$ cat src/rtl/fe_csr_pkg.sv
package fe_csr_pkg;
  localparam int CSR_W      = 16;
  localparam int NFLAG      = 5;
  localparam int ASG_W      = 3;
  localparam int LVL_N      = (1 << ASG_W) - 1;
  // flag indices; also fix write-pair and read-bit positions
  localparam int F_WCO      = 0;
  localparam int F_PAR      = 1;
  localparam int F_NXM      = 2;
  localparam int F_HOST     = 3;
  localparam int F_FE       = 4;
  localparam int PAIR_LSB   = 6;   // clear bit of flag i at PAIR_LSB+2i, set bit one above
  localparam int FLG_RD_LSB = 11;  // flag i reads at FLG_RD_LSB+i
  localparam int PEN_BIT    = 10;
  localparam int ERR_EN_BIT = 5;
  localparam int FE_EN_BIT  = 4;

  // next value of a set/clear latched flag; set dominates
  function automatic logic pair_next(input logic q, input logic set, input logic clr);
    if (set)      return 1'b1;
    else if (clr) return 1'b0;
    else          return q;
  endfunction

  // request steering: level 0 mutes, level k drives bit k-1
  function automatic logic [LVL_N-1:0] lvl_decode(input logic req, input logic [ASG_W-1:0] asg);
    logic [LVL_N-1:0] v;
    v = '0;
    if (req && asg != '0) v = LVL_N'(1) << (asg - 1'b1);
    return v;
  endfunction
endpackage

$ cat src/rtl/fe_csr_flags.sv
module fe_csr_flags #(
  parameter int NFLAG = fe_csr_pkg::NFLAG
) (
  input  logic             clk,
  input  logic             rst_n,
  input  logic             wr_ok,
  input  logic [NFLAG-1:0] set_bits,
  input  logic [NFLAG-1:0] clr_bits,
  input  logic [NFLAG-1:0] hw_set,
  output logic [NFLAG-1:0] flags
);
  for (genvar i = 0; i < NFLAG; i++) begin : g_flag
    logic set_any;
    logic clr_any;
    assign set_any = hw_set[i] | (wr_ok & set_bits[i]);
    assign clr_any = wr_ok & clr_bits[i];
    always_ff @(posedge clk) begin
      if (!rst_n) flags[i] <= 1'b0;
      else        flags[i] <= fe_csr_pkg::pair_next(flags[i], set_any, clr_any);
    end
  end
endmodule

$ cat src/rtl/fe_csr_cfg.sv
module fe_csr_cfg #(
  parameter int ASG_W = fe_csr_pkg::ASG_W
) (
  input  logic             clk,
  input  logic             rst_n,
  input  logic             wr_ok,
  input  logic             err_en_in,
  input  logic             fe_en_in,
  input  logic [ASG_W-1:0] asg_in,
  output logic             err_en,
  output logic             fe_en,
  output logic [ASG_W-1:0] asg
);
  always_ff @(posedge clk) begin
    if (!rst_n) begin
      err_en <= 1'b0;
      fe_en  <= 1'b0;
      asg    <= '0;
    end else if (wr_ok) begin
      err_en <= err_en_in;
      fe_en  <= fe_en_in;
      asg    <= asg_in;
    end
  end
endmodule

$ cat src/rtl/fe_csr_irq.sv
module fe_csr_irq #(
  parameter int ASG_W = fe_csr_pkg::ASG_W,
  parameter int LVL_N = (1 << ASG_W) - 1
) (
  input  logic             fe_flag,
  input  logic             fe_en,
  input  logic             err_any,
  input  logic             err_en,
  input  logic [ASG_W-1:0] asg,
  output logic             req_any,
  output logic [LVL_N-1:0] lvl
);
  assign req_any = (fe_flag & fe_en) | (err_any & err_en);
  assign lvl     = fe_csr_pkg::lvl_decode(req_any, asg);
endmodule

$ cat src/rtl/fe_port_csr.sv
module fe_port_csr
  import fe_csr_pkg::*;
(
  input  logic             clk,
  input  logic             rst_n,
  input  logic             port_en,
  input  logic             wr_en,
  input  logic [CSR_W-1:0] wr_data,
  output logic [CSR_W-1:0] rd_data,
  input  logic             host_set_fe,
  input  logic             err_nxm,
  input  logic             err_par,
  input  logic             err_wco,
  output logic [LVL_N-1:0] irq_lvl,
  output logic             host_doorbell
);
  logic             wr_ok;
  logic [NFLAG-1:0] set_bits, clr_bits, hw_set, flags;
  logic             err_en, fe_en, err_any, req_any;
  logic [ASG_W-1:0] asg;
  logic             unused_wr_b3;

  assign wr_ok        = wr_en & port_en;
  assign unused_wr_b3 = wr_data[3];

  for (genvar i = 0; i < NFLAG; i++) begin : g_pair
    assign clr_bits[i] = wr_data[PAIR_LSB + 2*i];
    assign set_bits[i] = wr_data[PAIR_LSB + 2*i + 1];
  end

  always_comb begin
    hw_set         = '0;
    hw_set[F_FE]   = host_set_fe;
    hw_set[F_NXM]  = err_nxm;
    hw_set[F_PAR]  = err_par;
    hw_set[F_WCO]  = err_wco;
  end

  fe_csr_flags #(.NFLAG(NFLAG)) u_flags (
    .clk(clk), .rst_n(rst_n), .wr_ok(wr_ok),
    .set_bits(set_bits), .clr_bits(clr_bits), .hw_set(hw_set), .flags(flags)
  );

  fe_csr_cfg #(.ASG_W(ASG_W)) u_cfg (
    .clk(clk), .rst_n(rst_n), .wr_ok(wr_ok),
    .err_en_in(wr_data[ERR_EN_BIT]), .fe_en_in(wr_data[FE_EN_BIT]),
    .asg_in(wr_data[ASG_W-1:0]),
    .err_en(err_en), .fe_en(fe_en), .asg(asg)
  );

  assign err_any = flags[F_NXM] | flags[F_PAR] | flags[F_WCO];

  fe_csr_irq #(.ASG_W(ASG_W), .LVL_N(LVL_N)) u_irq (
    .fe_flag(flags[F_FE]), .fe_en(fe_en), .err_any(err_any), .err_en(err_en),
    .asg(asg), .req_any(req_any), .lvl(irq_lvl)
  );

  always_comb begin
    rd_data                               = '0;
    rd_data[FLG_RD_LSB +: NFLAG]          = flags;
    rd_data[PEN_BIT]                      = port_en;
    rd_data[ERR_EN_BIT]                   = err_en;
    rd_data[FE_EN_BIT]                    = fe_en;
    rd_data[ASG_W-1:0]                    = asg;
  end

  assign host_doorbell = flags[F_HOST];
endmodule

$ cat config.mk
export PLATFORM = sky130hd
export DESIGN_NAME = fe_port_csr
export DESIGN_NICKNAME = d
export VERILOG_FILES = /design/src/rtl/fe_csr_pkg.sv /design/src/rtl/fe_csr_flags.sv /design/src/rtl/fe_csr_cfg.sv /design/src/rtl/fe_csr_irq.sv /design/src/rtl/fe_port_csr.sv
export SDC_FILE = /design/constraint.sdc
export NUM_CORES = 1
export LEC_CHECK = 0
export CAP_MARGIN = 20
export CORE_MARGIN = 10
export CORE_UTILIZATION = 30
export DETAILED_ROUTE_END_ITERATION = 16
export MAX_ROUTING_LAYER = met4
export PLACE_DENSITY = 0.75
export SLEW_MARGIN = 25
export SYNTH_ARGS = -nofsm -noshare
export SYNTH_HDL_FRONTEND = slang
export SYNTH_SLANG_ARGS = --single-unit
$ cat constraint.sdc
create_clock -name clk -period 1.3 [get_ports clk]
set_input_delay 0.39 -clock clk [delete_from_list [all_inputs] [get_ports clk]]
set_output_delay 0.39 -clock clk [all_outputs]
set_load 0.005 [all_outputs]
---- Word level (Yosys, flattened, before mapping) ----
Index checks and enable logic that the tools add are counted.
cells by class
  bitwise logic cells ..................... 20
  reductions and logical operators ........ 7
  muxes and demuxes ....................... 11
  shift operators ......................... 1
  add/subtract/negate cells ............... 1
operator list
  kind                 count
  $and 1x1->1          13
  $mux 1               10
  $reduce_bool 2->1    5
  $mux 7               1
  $or 1x1->1           7
  $shl 1x3->7 const A  1
  $reduce_bool 3->1    1
  $sub 3x1->3 const B  1
  $logic_and 1x1->1    1
storage, ports and cells
  flip-flop bits (word level) ............. 10
  logic and storage cells ................. 48

---- Depth between registers and ports, before layout ----
  word-level depth ........................ 6
  mapped depth ............................ 4
  depth with buffers taken out ............ 4

---- Hierarchy ----
From an unflattened synthesis, not the netlist that was laid out.
unflattened totals
  cells, all modules ...................... 59
  area, all modules ....................... 579.3 um^2
by module, submodules not included
  module        instances  cells an instance  area each (um^2)  sequential area each (um^2)
  fe_csr_flags  1          21                 224.0             100.1
  fe_csr_cfg    1          16                 192.7             100.1
  fe_port_csr   1          12                 83.8              0.0
  fe_csr_irq    1          10                 78.8              0.0

---- Worst setup path after synthesis ----
Ideal clock, no wire load.
  path type ............................... register -> output
  start ................................... register u_cfg.asg[1]
  end ..................................... output irq_lvl[4]
  required time ........................... 910 ps
  buffers on the path ..................... 0
  arrival time ............................ 1157 ps
  path slack .............................. -247 ps
  stages on the path, launching flop included .. 5
  cell sequence ........................... dfxtp_1 nor2_1 ha_1 nand2_1 a211oi_1
on the way
  cells in the longest elaborated chain, start to end .. 3
RTL lines
  what                                              RTL line           text
  from (decl)                                       fe_csr_cfg.sv:12   output logic [ASG_W-1:0] asg
  from (signal assigned)                            fe_csr_cfg.sv:22   asg <= asg_in;
  $sub 3x1->3 or $reduce_bool 3->1 (tied branches)  fe_csr_pkg.sv:29   if (req && asg != '0) v = LVL_N'(1) << (asg - 1'b1);
  $shl 1x3->7 or $logic_and 1x1->1 (tied branches)  fe_csr_pkg.sv:29
  $mux 7 (*)                                        fe_csr_pkg.sv:29
  to (decl)                                         fe_port_csr.sv:14  output logic [LVL_N-1:0] irq_lvl,
Mark *: on every way between the ends. The rest lies on a longest branch, timed or not.

---- Worst setup path after layout ----
  start ................................... register u_flags.flags[0]
  end ..................................... output irq_lvl[2]
on the way
  cells in the longest elaborated chain, start to end .. 5
RTL lines
  what                               RTL line            text
  from (decl)                        fe_csr_flags.sv:10  output logic [NFLAG-1:0] flags
  from (signal, indexed assignment)  fe_csr_flags.sv:19  else flags[i] <= fe_csr_pkg::pair_next(flags[i], set_any, clr_any);
  $or 1x1->1                         fe_port_csr.sv:51   assign err_any = flags[F_NXM] | flags[F_PAR] | flags[F_WCO];
  $and 1x1->1                        fe_csr_irq.sv:13    assign req_any = (fe_flag & fe_en) | (err_any & err_en);
  $or 1x1->1                         fe_csr_irq.sv:13
  $logic_and 1x1->1                  fe_csr_pkg.sv:29
  $mux 7                             fe_csr_pkg.sv:29
No other way between the ends.

==> results.json <==
{
  "cts_tree": "yes",
  "fin_nets": 162,
  "slew_viol_final": 0,
  "ys.warnings.count": 0,
  "overflow": 0,
  "fillers": 179,
  "min_period_over_period": 1.37,
  "violations": "negative setup slack",
  "h-tree-depth": 1,
  "holdBufCountCts": 0,
  "cap_violations": 0,
  "grt_usage": 0.118,
  "avgSynthCellArea_um2": 8.03,
  "syn_inst": 82,
  "die_area_um2": 4470,
  "worstPathRequired_ps": 910,
  "synth-seq-cells": 10,
  "end_kind": "primary output",
  "max_stage_delay_ps": 360,
  "path_clk_slew_ps": 80,
  "fp-row-count": 16,
  "cp_top_family": "compound AO/OA/AOI/OAI gates",
  "coreArea_um2": 2020,
  "vias": 783,
  "syn_area_um2": 658,
  "yosysUniqueCellTypes": 21,
  "globalplace.congestion": 0.685,
  "wl_per_cell_um": 16.1,
  "drive_gt1_frac": 0.515,
  "crit_buf_inv": 2,
  "grt_pass1_wl_um": 3960,
  "crit_slowest_cell": "dfxtp_2",
  "cp_cell_sequence": "o31ai_4, buf_4, a2111oi_4, buf_2",
  "ir_worst_vdd_uv": 421,
  "worst_setup_path_start_kind": "flop",
  "fmax_ghz": 0.560,
  "synth.largest_area_cell": "dfxtp_1",
  "place_ws_ps": -621,
  "numCtsBuffers": 3,
  "mostFrequentLayoutCell": "clkdlybuf4s50_1",
  "grt_pass1_vias": 828,
  "clock_sinks": 10,
  "hp-class": "reg -> reg",
  "initial_core_util": 0.325,
  "dr.pass1.iters": 4,
  "root_buffer": "clkbuf_4",
  "fin_tns_setup_ps": -3180,
  "vias_per_cell": 4.80,
  "timing.final.crit_period_ps": 1780,
  "dp_hpwl_um": 1990,
  "finalSetupViolCount": 7,
  "fin_skew_ps": 0,
  "design_area_um2": 1300,
  "hold_violations": 0,
  "rsz0062_at_grt": "true",
  "drtIter0Drc": 21,
  "die_w_um": 66.8,
  "clk_latency_ps": 260,
  "totalPowerFinal_uw": 944,
  "setup.worst_path.class": "reg -> out",
  "layout_common_cells": "clkdlybuf4s50_1, buf_2, buf_4",
  "path_max_fanout": 3,
  "hold-worst-slack_ps": 494,
  "antenna_cells": 0,
  "antenna_found_initial": 0,
  "utilization": 0.645,
  "grt_max_degree": 21,
  "netlist_top_cells_area": "dfxtp_1, buf_4, a21bo_2, nand2_1, and3_1",
  "die-height_um": 66.8,
  "clockBufferDepth": 2,
  "rrSetupSlack_ps": 370,
  "dp_cells": 153,
  "place_area_um2": 1210,
  "routed_wl_um": 2630,
  "p_leak_nw": 0.552,
  "arrival_ps": 1390,
  "powerDensity_nw_per_um2": 724,
  "netlist.area_leader.share": 0.304,
  "port_buffers": 41,
  "drtAntennaViolNets": 0,
  "seq_area_frac_synth": 0.304,
  "fin_cells": 163,
  "setup_ws_ps": -485,
  "status": "finished, violations left",
  "ios": 48,
  "syn_to_final_growth_pct": 98.1,
  "drc_errors": 0
}
## path summary, 6_finish.rpt
check / startpoint / endpoint / cells past startpoint
setup / recovery: u_flags.flags[0] / irq_lvl[2] / 4
hold / removal: u_flags.flags[3] / u_flags.flags[3] / 2
setup reg to reg: u_cfg.asg[0] / u_cfg.asg[0] / 3
hold reg to reg: u_flags.flags[3] / u_flags.flags[3] / 2
## routing by layer
metal / wire length, um / share of wire / GRT usage / up-vias
li1: - / - / - / 392
met1: 938 / 0.36 / 0.113 / 358
met4: 63 / 0.024 / 0.0890 / 0
met3: 167 / 0.063 / 0.0201 / 4
met5: 0 / 0 / - / -
met2: 1460 / 0.56 / 0.209 / 29
## logic make-up (layout without fill, tap and decap cells)
| family | Yosys count | after routing | share of synthesized area |
|---|---|---|---|
| buffers and inverters | 18 | 68 | 0.165 |
| other | 1 | 5 | 0.00570 |
| adder cells (fa/ha/maj) | 1 | 1 | 0.0190 |
| AND/OR/NAND/NOR | 28 | 28 | 0.207 |
| flip-flops | 10 | 10 | 0.304 |
| AO/OA/AOI/OAI | 24 | 24 | 0.298 |
## cells in the mapped netlist
library cell / n
nand2_1: 12
buf_4: 10
dfxtp_1: 10
a21oi_1: 6
a21bo_2: 5
and3_1: 5
nand3_1: 5
nand4_1: 5
o211ai_1: 4
a2111oi_1: 3
a211oi_1: 3
buf_2: 3
clkbuf_1: 2
inv_1: 2
conb_1: 1
ha_1: 1
inv_2: 1
nor2_1: 1
o21ai_1: 1
o31ai_1: 1
o31ai_4: 1
## sequential cells by signal, indices dropped and copies added, names as in the netlist
name and count:
u_flags.flags 5, u_cfg.asg 3, u_cfg.err_en 1, u_cfg.fe_en 1
## cell type report
| cell class | instances | area (um2) | area share |
|---|---|---|---|
| multi-input cells | 58 | 483 | 0.370 |
| flip-flops and latches | 10 | 216 | 0.166 |
| inverters | 3 | 15.0 | 0.0115 |
| clock buffers | 4 | 36.3 | 0.0278 |
| well taps | 27 | 33.8 | 0.0259 |
| repair buffers | 61 | 519 | 0.398 |
## power by group
part	switching (mW)	leakage (nW)	internal (mW)
registers	0.0235	0.0858	0.331
logic	0.128	0.445	0.175
clock network	0.116	0.0210	0.170
total	0.268	0.552	0.676
## worst min-delay path, stage by stage, from the launching register on
cell	delay, ps
dfxtp_1	320
nand2_1	70
o21ai_1	60
## timing repair
action	4_1_cts	5_1_grt
pin swaps	4	3
setup endpoints to repair	19	9
gates resized for setup	83	12
buffers inserted	3	3
No activity file was read; power rests on OpenSTA's default activity.
